$ cat src/rtl/lsm_pkg.sv
package lsm_pkg;

  typedef enum logic [2:0] {
    UOP_ADDI    = 3'd0,
    UOP_SUBI    = 3'd1,
    UOP_LDR     = 3'd2,
    UOP_LDR_RET = 3'd3,
    UOP_STR     = 3'd4
  } uop_op_e;

endpackage

$ cat src/rtl/lsm_popcount.sv
module lsm_popcount #(
  parameter int W = 16,
  localparam int CW = $clog2(W + 1)
) (
  input  logic [W-1:0]  vec,
  output logic [CW-1:0] cnt
);

  always_comb begin
    cnt = '0;
    for (int i = 0; i < W; i++) begin
      cnt = cnt + CW'(vec[i]);
    end
  end

endmodule

$ cat src/rtl/lsm_lowest_bit.sv
module lsm_lowest_bit #(
  parameter int W = 16,
  localparam int IW = $clog2(W)
) (
  input  logic [W-1:0]  vec,
  output logic [W-1:0]  onehot,
  output logic [IW-1:0] idx
);

  genvar g;
  generate
    for (g = 0; g < W; g++) begin : g_sel
      if (g == 0) begin : g_first
        assign onehot[g] = vec[g];
      end else begin : g_rest
        assign onehot[g] = vec[g] & ~(|vec[g-1:0]);
      end
    end
  endgenerate

  always_comb begin
    idx = '0;
    for (int i = 0; i < W; i++) begin
      if (onehot[i]) idx = idx | IW'(i);
    end
  end

endmodule

$ cat src/rtl/lsm_uop_seq.sv
module lsm_uop_seq
  import lsm_pkg::*;
#(
  parameter int LIST_W   = 16,
  parameter int REG_W    = 6,
  parameter int USER_OFS = 16,
  parameter int TMP_REG  = 32,
  parameter int PC_IDX   = 15,
  localparam int IDX_W   = $clog2(LIST_W),
  localparam int CNT_W   = $clog2(LIST_W + 1),
  localparam int IMM_W   = $clog2(4 * LIST_W + 5)
) (
  input  logic              clk,
  input  logic              rst,
  input  logic              in_valid,
  output logic              in_ready,
  input  logic [LIST_W-1:0] in_list,
  input  logic [IDX_W-1:0]  in_base,
  input  logic              in_load,
  input  logic              in_up,
  input  logic              in_pre,
  input  logic              in_wb,
  input  logic              in_user,
  output logic              out_valid,
  input  logic              out_ready,
  output logic [2:0]        out_op,
  output logic [REG_W-1:0]  out_rd,
  output logic [REG_W-1:0]  out_rs,
  output logic [IMM_W-1:0]  out_imm,
  output logic              out_dec,
  output logic              out_last
);

  // Latched instruction state
  logic [LIST_W-1:0] mask_q;
  logic [IDX_W-1:0]  base_q;
  logic              load_q, up_q, user_q, wb_pend_q;
  logic [CNT_W-1:0]  cnt_q;
  logic [IMM_W-1:0]  off_q;

  // Helpers
  logic [CNT_W-1:0]  in_cnt;
  logic [LIST_W-1:0] low_oh;
  logic [IDX_W-1:0]  low_idx;
  logic [LIST_W-1:0] mask_nxt;
  logic [IMM_W-1:0]  start_off;
  logic [IMM_W-1:0]  in_bytes;
  logic [REG_W-1:0]  mem_rd;
  uop_op_e           mem_op;
  logic              accept, fire;

  lsm_popcount #(.W(LIST_W)) u_cnt (
    .vec (in_list),
    .cnt (in_cnt)
  );

  lsm_lowest_bit #(.W(LIST_W)) u_low (
    .vec    (mask_q),
    .onehot (low_oh),
    .idx    (low_idx)
  );

  assign in_ready = ~out_valid;
  assign accept   = in_valid & ~out_valid;
  assign fire     = out_valid & out_ready;
  assign mask_nxt = mask_q & ~low_oh;
  assign in_bytes = IMM_W'({in_cnt, 2'b00});

  // Offset of the first memory micro-op for the four addressing modes
  always_comb begin
    if (in_up) start_off = in_pre ? IMM_W'(4) : '0;
    else       start_off = in_pre ? in_bytes : in_bytes - IMM_W'(4);
  end

  // Memory micro-op fields for the lowest remaining mask bit
  always_comb begin
    mem_rd = user_q ? REG_W'(USER_OFS) + REG_W'(low_idx) : REG_W'(low_idx);
    if (!load_q)                                    mem_op = UOP_STR;
    else if (user_q && (low_idx == IDX_W'(PC_IDX))) mem_op = UOP_LDR_RET;
    else                                            mem_op = UOP_LDR;
  end

  always_ff @(posedge clk) begin
    if (rst) begin
      out_valid <= 1'b0;
      out_op    <= UOP_ADDI;
      out_rd    <= '0;
      out_rs    <= '0;
      out_imm   <= '0;
      out_dec   <= 1'b0;
      out_last  <= 1'b0;
      mask_q    <= '0;
      base_q    <= '0;
      load_q    <= 1'b0;
      up_q      <= 1'b0;
      user_q    <= 1'b0;
      wb_pend_q <= 1'b0;
      cnt_q     <= '0;
      off_q     <= '0;
    end else if (accept) begin
      mask_q    <= in_list;
      base_q    <= in_base;
      load_q    <= in_load;
      up_q      <= in_up;
      user_q    <= in_user;
      wb_pend_q <= in_wb;
      cnt_q     <= in_cnt;
      off_q     <= start_off;
      out_valid <= 1'b1;
      out_op    <= UOP_ADDI;
      out_rd    <= REG_W'(TMP_REG);
      out_rs    <= REG_W'(in_base);
      out_imm   <= '0;
      out_dec   <= 1'b0;
      out_last  <= (in_cnt == '0) && !in_wb;
    end else if (fire) begin
      if (out_last) begin
        out_valid <= 1'b0;
      end else if (|mask_q) begin
        out_op   <= mem_op;
        out_rd   <= mem_rd;
        out_rs   <= REG_W'(TMP_REG);
        out_imm  <= off_q;
        out_dec  <= ~up_q;
        out_last <= (mask_nxt == '0) && !wb_pend_q;
        mask_q   <= mask_nxt;
        off_q    <= up_q ? off_q + IMM_W'(4) : off_q - IMM_W'(4);
      end else begin
        out_op    <= up_q ? UOP_ADDI : UOP_SUBI;
        out_rd    <= REG_W'(base_q);
        out_rs    <= REG_W'(base_q);
        out_imm   <= IMM_W'({cnt_q, 2'b00});
        out_dec   <= 1'b0;
        out_last  <= 1'b1;
        wb_pend_q <= 1'b0;
      end
    end
  end

endmodule

$ cat config.mk
export PLATFORM = sky130hd
export DESIGN_NAME = lsm_uop_seq
export DESIGN_NICKNAME = d
export VERILOG_FILES = /design/src/rtl/lsm_pkg.sv /design/src/rtl/lsm_popcount.sv /design/src/rtl/lsm_lowest_bit.sv /design/src/rtl/lsm_uop_seq.sv
export SDC_FILE = /design/constraint.sdc
export NUM_CORES = 1
export LEC_CHECK = 0
export ABC_AREA = 1
export BUFFER_PORTS_ARGS = -buffer_cell sky130_fd_sc_hd__clkbuf_2
export CORE_MARGIN = 8
export CORE_UTILIZATION = 40
export DETAILED_ROUTE_END_ITERATION = 8
export SETUP_SLACK_MARGIN = 0.15
export SLEW_MARGIN = 25
export SYNTH_ARGS = -nofsm -noshare
export SYNTH_HDL_FRONTEND = slang
export SYNTH_SLANG_ARGS = --single-unit
$ cat constraint.sdc
create_clock -name clk -period 6.27 [get_ports clk]
set_input_delay 0.3135 -clock clk [delete_from_list [all_inputs] [get_ports clk]]
set_output_delay 0.3135 -clock clk [all_outputs]
set_load 0.005 [all_outputs]
== Yosys cells after proc, flatten, opt, wreduce, memory -nomap -nowiden ==
Index checks and enable logic that the tools add are counted.
Widths: inputs -> output; s select.

* Word-level logic and storage cells: 160
* Output and inout port bits: 26
* Register bits after elaboration: 61

* Bitwise logic cells: 37
* Mux-type cells: 53
* Reduce and logical (&&, ||, !) cells: 31
* Eq/ne operators: 3
* $add $sub $neg: 19

{| class="wikitable"
|+ Operators by type and width
! cell !! number
|-
| $add 5x1->5 || 14
|-
| $mux 16 || 4
|-
| $mux 7 || 8
|-
| $mux 4 || 11
|-
| $mux 6 || 6
|-
| $mux 3 || 7
|-
| $not 1->1 || 18
|-
| $and 1x1->1 || 17
|-
| $and 16x16->16 || 1
|-
| $logic_not 16->1 || 1
|-
| $not 16->16 || 1
|-
| $reduce_or 16->1 || 1
|-
| $mux 1 || 15
|-
| $reduce_or 15->1 || 1
|-
| $reduce_or 14->1 || 1
|-
| $sub 7x3->7 const B || 2
|-
| $reduce_or 13->1 || 1
|-
| $reduce_or 12->1 || 1
|-
| $reduce_or 11->1 || 1
|-
| $reduce_or 10->1 || 1
|-
| $reduce_or 9->1 || 1
|-
| $reduce_or 8->1 || 1
|-
| $add 7x3->7 const B || 1
|-
| $reduce_or 7->1 || 1
|-
| other kinds (17) || 27
|}

== Longest topological paths before layout ==
Gate-level depths: netlist of run 1.

* Depth after elaboration: 23
* Depth in mapped cells: 18
* Depth with buffers taken out: 18

== Hierarchy ==
From an unflattened synthesis of run 1, not the netlist that was laid out.

* Cells, all modules: 581
* Area total of the unflattened synthesis: 3828.7 um^2

{| class="wikitable"
|+ By module, submodules not included
! module !! area an instance (um^2) !! instances !! sequential area each (um^2) !! cells an instance
|-
| lsm_uop_seq || 3031.7 || 1 || 1141.1 || 455
|-
| lsm_popcount || 429.2 || 1 || 0.0 || 56
|-
| lsm_lowest_bit || 367.9 || 1 || 0.0 || 70
|}

== Least setup slack after synthesis of run 1 ==
Ideal clock, no wire load.

* Path type: input-to-reg
* Start: input port in_list[0]
* End: register off_q[6]
* Arrival time: 4086 ps
* Stages: 17
* Library setup time: 119 ps
* Data required time: 6151 ps
* Setup slack: 2065 ps
* Cell sequence: ha_1 > inv_1 > fa_1 > fa_1 > fa_1 > fa_1 > fa_1 > inv_1 > fa_1 > inv_1 > ha_1 > nand2_1 > nor2_1 > nand2_1 > xor2_1 > nand2_1 > a21oi_1

* Cells in the longest elaborated chain, start to end: 19

{| class="wikitable"
|+ RTL lines
! item !! RTL line !! source
|-
| start, declared || lsm_uop_seq.sv:17 || <nowiki>input logic [LIST_W-1:0] in_list,</nowiki>
|-
| $add 1x1->2 || lsm_popcount.sv:12 || <nowiki>cnt = cnt + CW'(vec[i]);</nowiki>
|-
| $add 5x1->5 (14 in a row) || lsm_popcount.sv:12 ||
|-
| net in_cnt[1] || lsm_uop_seq.sv:42 || <nowiki>logic [CNT_W-1:0] in_cnt;</nowiki>
|-
| $sub 7x3->7 || lsm_uop_seq.sv:72 || <nowiki>else start_off = in_pre ? in_bytes : in_bytes - IMM_W'(4);</nowiki>
|-
| $mux 7 || lsm_uop_seq.sv:72 ||
|-
| $mux 7 || lsm_uop_seq.sv:71 || <nowiki>if (in_up) start_off = in_pre ? IMM_W'(4) : '0;</nowiki>
|-
| $mux 7 || lsm_uop_seq.sv:100 || <nowiki>end else if (accept) begin</nowiki>
|-
| end signal, assigned || lsm_uop_seq.sv:108 || <nowiki>off_q <= start_off;</nowiki>
|-
| end signal, assigned || lsm_uop_seq.sv:127 || <nowiki>off_q <= up_q ? off_q + IMM_W'(4) : off_q - IMM_W'(4);</nowiki>
|-
| end, declared || lsm_uop_seq.sv:39 || <nowiki>logic [IMM_W-1:0] off_q;</nowiki>
|}

The timed path passes the listed nets, and every way through them passes these cells.
A chain may end at the register's enable or synchronous reset.

== Worst setup path after layout of run 1 ==
Same ends and word-level chain as after synthesis.

==> results of run 1 <==
registers in the layout, summed over array words and instances (netlist names):
| name | count |
|---|---|
| mask_q | 16 |
| out_imm | 6 |
| out_rd | 6 |
| cnt_q | 5 |
| off_q | 5 |
| out_rs | 5 |
| base_q | 4 |
| out_op | 3 |
| load_q | 1 |
| out_dec | 1 |
| out_last | 1 |
| out_valid | 1 |
| up_q | 1 |
| user_q | 1 |
| wb_pend_q | 1 |
logic make-up (layout without fill, tap and decap cells):
family,Yosys count,in the layout,share of synthesized area (%)
flip-flops,57,57,34.7
buffers and inverters,79,132,10.2
XOR/XNOR,7,7,1.86
other,1,1,0.114
AO/OA/AOI/OAI,105,105,17.6
adder cells (fa/ha/maj),20,20,10.1
AND/OR/NAND/NOR,195,195,25.4
stage by stage:
| step | cells | utilization [%] |
|---|---|---|
| finish | 622 | 46.6 |
| global route | 622 | 46.6 |
| CTS | 622 | 46.6 |
| detailed placement | 606 | 44.4 |
| global placement | 606 | 44.4 |
| floorplan | 464 | - |
layout by cell type, fill, tap and decap left out, types with 2 or more instances in the layout:
cell type	instances
sky130_fd_sc_hd__a211oi_1	7
sky130_fd_sc_hd__a21oi_1	29
sky130_fd_sc_hd__nor2_4	2
sky130_fd_sc_hd__buf_4	2
sky130_fd_sc_hd__nor2_1	38
sky130_fd_sc_hd__fa_1	11
sky130_fd_sc_hd__nor3_1	2
sky130_fd_sc_hd__clkinv_2	4
sky130_fd_sc_hd__clkbuf_8	10
sky130_fd_sc_hd__nand3_1	28
sky130_fd_sc_hd__dfxtp_1	57
sky130_fd_sc_hd__o22ai_1	2
sky130_fd_sc_hd__inv_2	3
sky130_fd_sc_hd__a22oi_1	3
sky130_fd_sc_hd__o21ai_0	43
sky130_fd_sc_hd__inv_1	57
sky130_fd_sc_hd__clkbuf_2	53
sky130_fd_sc_hd__nand4_1	3
sky130_fd_sc_hd__o211ai_1	3
sky130_fd_sc_hd__xor2_1	7
sky130_fd_sc_hd__nand2_1	115
sky130_fd_sc_hd__a31oi_1	5
sky130_fd_sc_hd__ha_1	9
sky130_fd_sc_hd__nor2_2	2
sky130_fd_sc_hd__o21ai_1	9
report_power, final:
group | switching (µW) | internal, µW
Clock | 153 | 153
Sequential | 28.9 | 399
Combinational | 263 | 153
Total | 445 | 704
worst max-delay path by stage:
stage                     cells past startpoint                    end  startpoint
after floorplan                              17  off_q[6]$_SDFFE_PP0P_  in_list[0]
after global placement                       18  off_q[6]$_SDFFE_PP0P_  in_list[0]
after detailed placement                     18  off_q[6]$_SDFFE_PP0P_  in_list[0]
after CTS                                    18  off_q[6]$_SDFFE_PP0P_  in_list[0]
after global routing                         18  off_q[6]$_SDFFE_PP0P_  in_list[0]
final                                        18  off_q[6]$_SDFFE_PP0P_  in_list[0]
layer usage:
metal,GRT usage (%),wire [µm]
met5,0,0
met4,7.44,203
met3,4.50,551
met2,26.0,4040
met1,19.4,3880
worst register-to-register path, delay by kind of cell (launching register included):
kind                   cells  cell delay, ns
AND/OR/NAND/NOR            6            1.35
flip-flops                 1            0.35
AO/OA/AOI/OAI              2            0.25
buffers and inverters      2            0.33
cell type report:
class / instances / area (µm²) / area share, %
multi-input combinational: 328 / 1810 / 48.1
sequential: 57 / 1140 / 30.3
timing repair buffer: 55 / 280 / 7.44
inverter: 61 / 230 / 6.11
clock buffer: 11 / 141 / 3.75
tap: 105 / 131 / 3.49
clock inverter: 5 / 31.3 / 0.830
==> impl_metrics.sql, run 1 <==
INSERT INTO impl_metrics (metric_group, metric, value, unit) VALUES
('run_status', 'status', 'completed', ''),
('cts', 'tritoncts.num_buffers', '9', ''),
('cts', 'cts_tree', 'done', ''),
('critical_path', 'delay_heaviest_family_cp', 'adder cells', ''),
('layout', 'design.final.nets', '561', ''),
('synthesis', 'main_synth_ff_type', 'sky130_fd_sc_hd__dfxtp_1', ''),
('synthesis', 'proportion_of_netlist_area_held_by_the_largest_area_contributor', '34.7', '%'),
('layout', 'area_delta_synth_final', '14.6', '%'),
('synthesis', 'postSynth.asyncResetShare', '0', '%'),
('timing', 'worst_slew_pin_slew', '0.834', 'ns'),
('hold_path', 'worst_hold_path.endpoint', 'out_valid$_SDFFE_PP0P_', ''),
('route', 'wl_per_cell', '13.9', 'µm'),
('hold_path', 'holdCritStartpoint', 'out_ready', ''),
('synthesis', 'synth_seq_area_share', '34.7', '%'),
('global_route', 'grt_start_max_net_pins', '44', ''),
('critical_path', 'crit_path_end_kind', 'flop', ''),
('timing', 'finalSetupViolations', '0', ''),
('placement', 'port_buffers', '53', ''),
('global_route', 'first_global_vias', '3119', ''),
('power_and_ir_drop', 'power_density', '305', 'mW/mm²'),
('critical_path', 'slowest_stage', 'sky130_fd_sc_hd__fa_1', ''),
('synthesis', 'ys_seq_elements', '57', ''),
('layout', 'drive_above_1_share', '15.9', '%'),
('cts', 'insertion_delay', '0.35', 'ns'),
('critical_path', 'cp_slowest_stage_delay', '0.53', 'ns'),
('floorplan', 'core-area', '0.00809', 'mm²'),
('cts', 'total_number_of_h_tree_levels', '3', ''),
('synthesis', 'synth.yosys.warnings', '0', ''),
('synthesis', 'syn-cell-area', '0.00329', 'mm²'),
('critical_path', 'worst_ep_arrival_time', '4.46', 'ns'),
('synthesis', 'synth_common_cells', '115 x sky130_fd_sc_hd__nand2_1, 57 x sky130_fd_sc_hd__dfxtp_1, 57 x sky130_fd_sc_hd__inv_1', ''),
('power_and_ir_drop', 'power.ir.vdd_worst', '147', 'µV'),
('synthesis', 'synth_area_leaders', 'sky130_fd_sc_hd__dfxtp_1 35%, sky130_fd_sc_hd__nand2_1 13%, sky130_fd_sc_hd__fa_1 6.7%', ''),
('critical_path', 'timing.critical_path.cells', 'clkbuf_2 > ha_1 > inv_1 > fa_1 > fa_1 > fa_1 > fa_1 > fa_1 > inv_1 > fa_1 > inv_1 > ha_1 > nand2_1 > nor2_1 > nand2_1 > xor2_1 > nand2_1 > a21oi_1', ''),
('layout', 'fillers', '880', ''),
('critical_path', 'timing.critical_path.required', '6.54', 'ns'),
('cts', 'ctsLongestPathBuffers', '2', ''),
('route', 'drt_first_pass_iters', '4', ''),
('placement', 'gpl.final_weighted_congestion', '0.861', ''),
('synthesis', 'synth_enable_flop_cells', '0', ''),
('timing', 'timing.final.crit_period', '4.19', 'ns'),
('timing', 'fin_ws', '2.08', 'ns'),
('global_route', 'grt-ovfl-total', '0', ''),
('critical_path', 'r2r_setup_slk', '3.88', 'ns'),
('route', 'drt_total_wl', '8.67', 'mm'),
('synthesis', 'syn-mean-instance-area', '7.09', 'µm²'),
('floorplan', 'die_height', '107', 'µm'),
('synthesis', 'synth_cells', '464', ''),
('hold_path', 'min_path_type', 'in2reg', ''),
('global_route', 'grt_antenna_before_repair', '0', ''),
('route', 'drc_errors', '0', ''),
('critical_path', 'worst-setup-path-type', 'in2reg', ''),
('floorplan', 'die_outline_area', '0.0114', 'mm²'),
('critical_path', 'reg2reg_from', 'mask_q[0]$_SDFFE_PP0P_', ''),
('route', 'drt-vias-per-instance', '5.08', ''),
('synthesis', 'number_of_nets_produced_by_synthesis', '513', ''),
('critical_path', 'timing.critical_path.from_type', 'input pin', ''),
('critical_path', 'worstPathBufferInverterCount', '4', ''),
('hold_path', 'worstHoldPathCells', '2', ''),
('placement', 'dp_hpwl', '6.46', 'mm'),
('route', 'detailroute.via_count', '3157', ''),
('timing', 'timing.final.crit_share', '66.9', '%'),
('timing', 'hold_slack', '0.192', 'ns'),
('cts', 'cts-root-buf', 'sky130_fd_sc_hd__clkbuf_8', ''),
('power_and_ir_drop', 'totalPowerFinal', '1150', 'µW'),
('floorplan', 'number_of_core_rows', '33', ''),
('floorplan', 'io-pin-count', '55', ''),
('timing', 'fmax', '238', 'MHz'),
('placement', 'dpl-instance-area', '0.00360', 'mm²'),
('critical_path', 'reg2reg_depth', '10', ''),
('floorplan', 'initial_core_util', '40.6', '%');
Power figures use the tool's default switching activity.
==> run 2, diff against run 1 <==
- clock period: 6.27 -> 4.3 ns (I/O delays scaled with it)
==> run 2 against run 1 <==
Compared with the run above: combinational power is 54% higher; critical path depth is the same; sequential power up 46%; largest cell class unchanged; highest routed layer unchanged.
==> impl_metrics.sql, run 2 (same netlist as run 1, synthesis figures left out) <==
INSERT INTO impl_metrics (metric_group, metric, value, unit) VALUES
('critical_path', 'cp_slowest_stage_delay', '0.53', 'ns'),
('timing', 'finalClockSkew', '0.0117', 'ns'),
('global_route', 'globalRouteTotalUtil', '15.5', '%'),
('cts', 'cts_tree', 'done', ''),
('layout', 'fillers', '881', ''),
('timing', 'finalSetupViolations', '0', ''),
('power_and_ir_drop', 'power_density', '443', 'mW/mm²'),
('critical_path', 'reg2reg_depth', '10', ''),
('hold_path', 'worst_hold_path.endpoint', 'out_valid$_SDFFE_PP0P_', ''),
('power_and_ir_drop', 'clkPwrFrac', '24.9', '%'),
('placement', 'gpl.final_weighted_congestion', '0.846', ''),
('layout', 'number_of_flip_flops_in_the_largest_register', '16', ''),
('timing', 'timing.final.crit_share', '92.2', '%'),
('hold_path', 'worstHoldPathCells', '2', ''),
('timing', 'hold_slack', '0.111', 'ns'),
('timing', 'setup_repair_after_global_routing_missed_its_margin', 'true', ''),
('route', 'drt-vias-per-instance', '4.99', ''),
('floorplan', 'initial_core_util', '40.6', '%'),
('floorplan', 'chipWidth', '107', 'µm'),
('layout', 'layout_top_registers', 'mask_q x16, out_imm x6, out_rd x6', ''),
('cts', 'tritoncts.num_buffers', '9', ''),
('critical_path', 'worst-setup-path-type', 'in2reg', ''),
('critical_path', 'reg2reg_from', 'mask_q[0]$_SDFFE_PP0P_', ''),
('cts', 'cts.sink_count', '57', ''),
('critical_path', 'rr_endpoint', 'off_q[6]$_SDFFE_PP0P_', ''),
('layout', 'most_frequent_standard_cell_in_the_layout_excluding_fill_and_tap_cells', 'sky130_fd_sc_hd__nand2_1', ''),
('layout', 'top_library_cells_by_usage_in_the_layout_fill_and_taps_aside', '115 x sky130_fd_sc_hd__nand2_1, 57 x sky130_fd_sc_hd__dfxtp_1, 55 x sky130_fd_sc_hd__inv_1', ''),
('floorplan', 'core-area', '0.00809', 'mm²'),
('critical_path', 'critPathMaxFanout', '3', ''),
('timing', 'fmax', '252', 'MHz'),
('layout', 'largest_register', 'mask_q', ''),
('timing', 'fin_ws', '0.334', 'ns'),
('power_and_ir_drop', 'share_comb_of_total_power', '38.0', '%'),
('critical_path', 'slowest_stage', 'sky130_fd_sc_hd__fa_1', ''),
('route', 'wl_per_cell', '13.7', 'µm'),
('floorplan', 'io-pin-count', '55', ''),
('critical_path', 'worst_ep_arrival_time', '4.23', 'ns'),
('critical_path', 'timing.critical_path.cells', 'clkbuf_2 > ha_1 > inv_1 > fa_1 > fa_1 > fa_1 > fa_1 > fa_2 > inv_2 > fa_1 > inv_2 > ha_2 > nand2_1 > nor2_2 > nand2_1 > xor2_1 > nand2_1 > a21oi_2', ''),
('cts', 'insertion_delay', '0.33', 'ns'),
('placement', 'port_buffers', '53', ''),
('power_and_ir_drop', 'netSwitchingFraction', '38.7', '%'),
('floorplan', 'number_of_core_rows', '33', ''),
('cts', 'clkTransAtPathRegs', '0.06', 'ns'),
('timing', 'worst_slew_pin_slew', '0.815', 'ns'),
('power_and_ir_drop', 'power.ir.vdd_worst', '169', 'µV'),
('route', 'drc_errors', '0', ''),
('placement', 'worst_setup_slack_after_placement', '-0.0837', 'ns'),
('hold_path', 'min_path_type', 'in2reg', ''),
('run', 'max_cap_viol_count', '0', ''),
('layout', 'area_delta_synth_final', '15.3', '%'),
('route', 'final_antenna_net_count', '0', ''),
('power_and_ir_drop', 'total_switching_power', '650', 'µW'),
('timing', 'finalMaxSlewViolations', '0', ''),
('placement', 'dp_hpwl', '6.48', 'mm'),
('global_route', 'grt-ovfl-total', '0', ''),
('cts', 'ctsLongestPathBuffers', '2', ''),
('route', 'drt_total_wl', '8.57', 'mm'),
('power_and_ir_drop', 'power.static_leakage', '0.00177', 'µW'),
('critical_path', 'crit_path_end_kind', 'flop', ''),
('route', 'detailroute.via_count', '3111', ''),
('run_status', 'status', 'completed', ''),
('hold_path', 'holdCritStartpoint', 'out_ready', ''),
('layout', 'total_area_of_multi_input_combinational_cells', '0.00182', 'mm²'),
('layout', 'drive_above_1_share', '17.5', '%'),
('critical_path', 'timing.critical_path.from_type', 'input pin', ''),
('route', 'first_iter_violations', '187', ''),
('global_route', 'wire_length_of_the_first_global_routing_pass', '14.3', 'mm'),
('timing', 'max-slew-margin-rel', '45.6', '%'),
('global_route', 'grt_antenna_before_repair', '0', ''),
('layout', 'design.final.nets', '564', ''),
('timing', 'final_hold_viol_count', '0', ''),
('layout', 'layout.area.seq', '0.00114', 'mm²'),
('critical_path', 'r2r_setup_slk', '1.91', 'ns'),
('floorplan', 'die_height', '107', 'µm'),
('critical_path', 'timing.critical_path.required', '4.56', 'ns'),
('cts', 'total_number_of_h_tree_levels', '3', ''),
('global_route', 'grt_start_max_net_pins', '35', ''),
('timing', 'timing.final.crit_period', '3.97', 'ns'),
('power_and_ir_drop', 'cellInternalPower', '1030', 'µW'),
('cts', 'cts-root-buf', 'sky130_fd_sc_hd__clkbuf_8', ''),
('floorplan', 'die_outline_area', '0.0114', 'mm²'),
('route', 'drt_first_pass_iters', '4', ''),
('critical_path', 'critical_path.most_common_cell', 'sky130_fd_sc_hd__fa_1', ''),
('global_route', 'first_global_vias', '3016', ''),
('power_and_ir_drop', 'power.share.sequential', '37.0', '%'),
('layout', 'num_antenna_cells', '0', '');
[run 2: how the worst max path moves through the flow]
stage	start	endpoint	slack, ns	depth (start not counted)
2_1_floorplan	in_list[0]	off_q[6]$_SDFFE_PP0P_	0.19	17
3_5_place_dp	in_list[0]	off_q[6]$_SDFFE_PP0P_	-0.08	18
6_report	in_list[0]	off_q[6]$_SDFFE_PP0P_	0.33	18
4_1_cts	in_list[0]	off_q[6]$_SDFFE_PP0P_	0.26	18
5_1_grt	in_list[1]	off_q[6]$_SDFFE_PP0P_	0.1	18
3_3_place_gp	in_list[0]	off_q[6]$_SDFFE_PP0P_	-0.008	18
[run 2: stage by stage]
step | instance area [µm²] | instances | util, % | TNS (ns) | total power (µW)
final | 3790 | 624 | 46.8 | 0 | 1680
after global routing | 3790 | 624 | 46.8 | 0 | 1820
after CTS | 3780 | 624 | 46.7 | 0 | 1680
after detailed placement | 3620 | 609 | 44.7 | -0.135 | 1260
after global placement | 3620 | 609 | 44.7 | -0.00758 | 1250
after floorplan | 3290 | 464 | - | 0 | 1090
[run 2: final cells by class]
cell class	count	share of cell area, %
clock buffers	9	3.27
clock inverters	6	0.957
inverters	61	6.07
multi-input cells	328	48.1
flip-flops and latches	57	30.1
well taps	105	3.47
repair buffers	58	7.99
[run 2: what timing repair did]
| item | in CTS | in global routing |
|---|---|---|
| endpoints found under the setup margin | 0 | 2 |
| gates resized for setup | 0 | 6 |
| hold buffers | 0 | 0 |
| setup buffers | 0 | 0 |
[run 2: power groups by stage]
stage | sequential [µW] | combinational, µW | clock (µW)
6_report | 622 | 639 | 419
4_1_cts | 622 | 626 | 430
2_1_floorplan | 623 | 464 | 0
3_5_place_dp | 633 | 623 | 0
5_1_grt | 629 | 745 | 449
3_3_place_gp | 632 | 613 | 0
[run 2: critical path, delay by kind of cell]
kind	cells	cell delay, ns
fa+ha+maj	8	3.13
simple gates	4	0.34
buf+inv	4	0.28
xor+xnor	1	0.17
compound gates	1	0.11
[run 2: layer usage]
metal / up-vias / part of all wire (%) / wire length (µm) / track usage (%)
li1: 1612 / - / - / -
met1: 1415 / 46 / 3930 / 19.8
met2: 77 / 46 / 3970 / 25.0
met3: 7 / 6.4 / 549 / 2.82
met4: 0 / 1.3 / 112 / 6.83
met5: - / 0 / 0 / 0
==> run 3, diff against run 2 <==
- PLACE_DENSITY: unset -> 0.62
==> run 3 against run 2 <==
Compared with the run above: via count is 0.84% higher; clock skew is 0.0030 ns lower; wire length is 0.62% lower; setup slack better by 0.0035 ns; largest power group unchanged.
==> impl_metrics.sql, run 3 (same netlist as run 1, synthesis figures left out) <==
INSERT INTO impl_metrics (metric_group, metric, value, unit) VALUES
('run_status', 'status', 'completed', ''),
('critical_path', 'timing.critical_path.from_type', 'input pin', ''),
('floorplan', 'die_height', '107', 'µm'),
('cts', 'clkTransAtPathRegs', '0.07', 'ns'),
('power_and_ir_drop', 'total_switching_power', '679', 'µW'),
('power_and_ir_drop', 'power.ir.vdd_worst', '270', 'µV'),
('power_and_ir_drop', 'power.share.sequential', '34.2', '%'),
('layout', 'most_frequent_standard_cell_in_the_layout_excluding_fill_and_tap_cells', 'sky130_fd_sc_hd__nand2_1', ''),
('critical_path', 'cp_slowest_stage_delay', '0.52', 'ns'),
('route', 'drt_total_wl', '8.51', 'mm'),
('timing', 'max-slew-margin-rel', '46.7', '%'),
('global_route', 'grt-ovfl-total', '0', ''),
('placement', 'dpl-instance-area', '0.00362', 'mm²'),
('layout', 'largest_register', 'mask_q', ''),
('critical_path', 'slowest_stage', 'sky130_fd_sc_hd__fa_1', ''),
('floorplan', 'chipWidth', '107', 'µm'),
('global_route', 'grt_start_max_net_pins', '36', ''),
('timing', 'finalSetupViolations', '0', ''),
('layout', 'design.final.nets', '566', ''),
('timing', 'fin_ws', '0.338', 'ns'),
('critical_path', 'critPathMaxFanout', '2', ''),
('global_route', 'wire_length_of_the_first_global_routing_pass', '14.5', 'mm'),
('floorplan', 'number_of_core_rows', '33', ''),
('placement', 'worst_setup_slack_after_placement', '-0.0554', 'ns'),
('timing', 'final_hold_viol_count', '0', ''),
('hold_path', 'min_path_type', 'in2reg', ''),
('floorplan', 'initial_core_util', '40.6', '%'),
('run', 'max_cap_viol_count', '0', ''),
('timing', 'finalClockSkew', '0.00865', 'ns'),
('route', 'first_iter_violations', '208', ''),
('critical_path', 'critical_path.most_common_cell', 'sky130_fd_sc_hd__fa_1', ''),
('cts', 'total_number_of_h_tree_levels', '3', ''),
('power_and_ir_drop', 'clkPwrFrac', '26.6', '%'),
('placement', 'port_buffers', '53', ''),
('timing', 'hold_slack', '0.107', 'ns'),
('floorplan', 'io-pin-count', '55', ''),
('cts', 'tritoncts.num_buffers', '9', ''),
('cts', 'cts.sink_count', '57', ''),
('route', 'drt_first_pass_iters', '4', ''),
('layout', 'number_of_flip_flops_in_the_largest_register', '16', ''),
('critical_path', 'delay_heaviest_family_cp', 'adder cells', ''),
('power_and_ir_drop', 'cellInternalPower', '1140', 'µW'),
('route', 'drc_errors', '0', ''),
('timing', 'setup_repair_after_global_routing_missed_its_margin', 'false', ''),
('floorplan', 'core-area', '0.00809', 'mm²'),
('cts', 'cts_tree', 'done', ''),
('floorplan', 'die_outline_area', '0.0114', 'mm²'),
('layout', 'drive_above_1_share', '18.4', '%'),
('layout', 'area_delta_synth_final', '17.8', '%'),
('critical_path', 'worst_ep_arrival_time', '4.23', 'ns'),
('global_route', 'globalRouteTotalUtil', '15.7', '%'),
('layout', 'num_antenna_cells', '0', ''),
('layout', 'post-route-util', '47.9', '%'),
('power_and_ir_drop', 'power_density', '470', 'mW/mm²'),
('power_and_ir_drop', 'netSwitchingFraction', '37.3', '%'),
('critical_path', 'timing.critical_path.required', '4.57', 'ns'),
('timing', 'fmax', '252', 'MHz'),
('power_and_ir_drop', 'share_comb_of_total_power', '39.2', '%'),
('power_and_ir_drop', 'power.static_leakage', '0.00180', 'µW'),
('timing', 'worst_slew_pin_slew', '0.799', 'ns'),
('timing', 'timing.final.crit_share', '92.1', '%'),
('route', 'drt-vias-per-instance', '5.01', ''),
('route', 'wl_per_cell', '13.6', 'µm'),
('global_route', 'grt_antenna_before_repair', '0', ''),
('critical_path', 'worstPathBufferInverterCount', '4', ''),
('critical_path', 'timing.critical_path.cells', 'buf_8 > ha_4 > inv_2 > fa_1 > fa_1 > fa_1 > fa_1 > fa_2 > inv_2 > fa_1 > inv_2 > ha_4 > nand2_2 > nor2_2 > nand2_1 > xor2_1 > nand2_1 > a21oi_2', ''),
('route', 'final_antenna_net_count', '0', ''),
('placement', 'dpl.cell_count', '609', ''),
('layout', 'layout.cell_area.non_filler', '0.00387', 'mm²'),
('timing', 'finalMaxSlewViolations', '0', ''),
('cts', 'cts-root-buf', 'sky130_fd_sc_hd__clkbuf_8', ''),
('layout', 'top_library_cells_by_usage_in_the_layout_fill_and_taps_aside', '114 x sky130_fd_sc_hd__nand2_1, 57 x sky130_fd_sc_hd__dfxtp_1, 54 x sky130_fd_sc_hd__inv_1', ''),
('critical_path', 'worst-setup-path-type', 'in2reg', ''),
('global_route', 'first_global_vias', '3044', ''),
('timing', 'timing.final.crit_period', '3.96', 'ns'),
('layout', 'fin_cells', '626', ''),
('cts', 'ctsLongestPathBuffers', '2', ''),
('cts', 'insertion_delay', '0.34', 'ns'),
('layout', 'layout_top_registers', 'mask_q x16, out_imm x6, out_rd x6', ''),
('critical_path', 'crit_path_end_kind', 'flop', ''),
('route', 'detailroute.via_count', '3137', ''),
('placement', 'dp_hpwl', '6.38', 'mm'),
('placement', 'gpl.final_weighted_congestion', '0.868', '');
-- run 3: cell count changes in the layout (fill, tap and decap cells not counted), sizes merged --
cell / change
buf: +4
bufinv: +1
clkbuf: -2
clkinv: -2
clkinvlp: +1
-- run 3: layer usage --
layer / track usage (%) / routed length (µm) / vias up
met3: 3.66 / 463 / 16
met1: 19.5 / 3870 / 1433
met5: 0 / 0 / -
met4: 6.63 / 172 / 0
li1: - / - / 1615
met2: 25.4 / 4010 / 73
-- run 3: final timing paths --
path                                               from                       to  slack (ns)  depth (start not counted)
worst max-delay path                         in_list[0]    off_q[6]$_SDFFE_PP0P_        0.34                         18
worst min-delay path                            in_load      load_q$_SDFFE_PP0P_        0.11                          3
worst max register to register   mask_q[0]$_SDFFE_PP0P_    off_q[6]$_SDFFE_PP0P_        1.87                         10
worst min register to register  out_imm[1]$_SDFFE_PP0P_  out_imm[1]$_SDFFE_PP0P_        0.46                          2
-- run 3: worst reg2reg max path: stages, from the launching register on --
cell                       delay, ns
sky130_fd_sc_hd__dfxtp_1        0.35
sky130_fd_sc_hd__nor2_1         0.27
sky130_fd_sc_hd__nand2_2        0.18
sky130_fd_sc_hd__nor2_4         0.30
sky130_fd_sc_hd__nand3_4        0.16
sky130_fd_sc_hd__clkinv_2       0.12
sky130_fd_sc_hd__nor2_4         0.09
sky130_fd_sc_hd__nor2_8         0.34
sky130_fd_sc_hd__inv_2          0.21
sky130_fd_sc_hd__o21ai_0        0.27
sky130_fd_sc_hd__a21oi_2        0.04
-- run 3: repair_timing --
item	CTS	global route
setup buffers	0	2
gates resized for setup	0	18
endpoints found under the setup margin	0	2
hold buffers	0	0
-- run 3: power by group through the flow --
stage / clock network (µW) / registers [µW] / logic, µW
after CTS: 492 / 622 / 623
final: 484 / 622 / 714
after detailed placement: 0 / 633 / 619
after floorplan: 0 / 623 / 464
after global routing: 512 / 629 / 832
after global placement: 0 / 633 / 612
-- run 3: area by class of cell --
cell class              count  area (µm²)
repair buffers             60         338
inverters                  61         230
clock inverters             6        60.1
multi-input cells         328        1850
fillers                   870        4220
clock buffers               9         124
flip-flops and latches     57        1140
well taps                 105         131
-- run 3: stage by stage --
step / TNS [ns] / total power, µW
finish: 0 / 1820
global route: 0 / 1970
CTS: 0 / 1740
detailed placement: -0.0812 / 1250
global placement: -0.00895 / 1240
floorplan: 0 / 1090
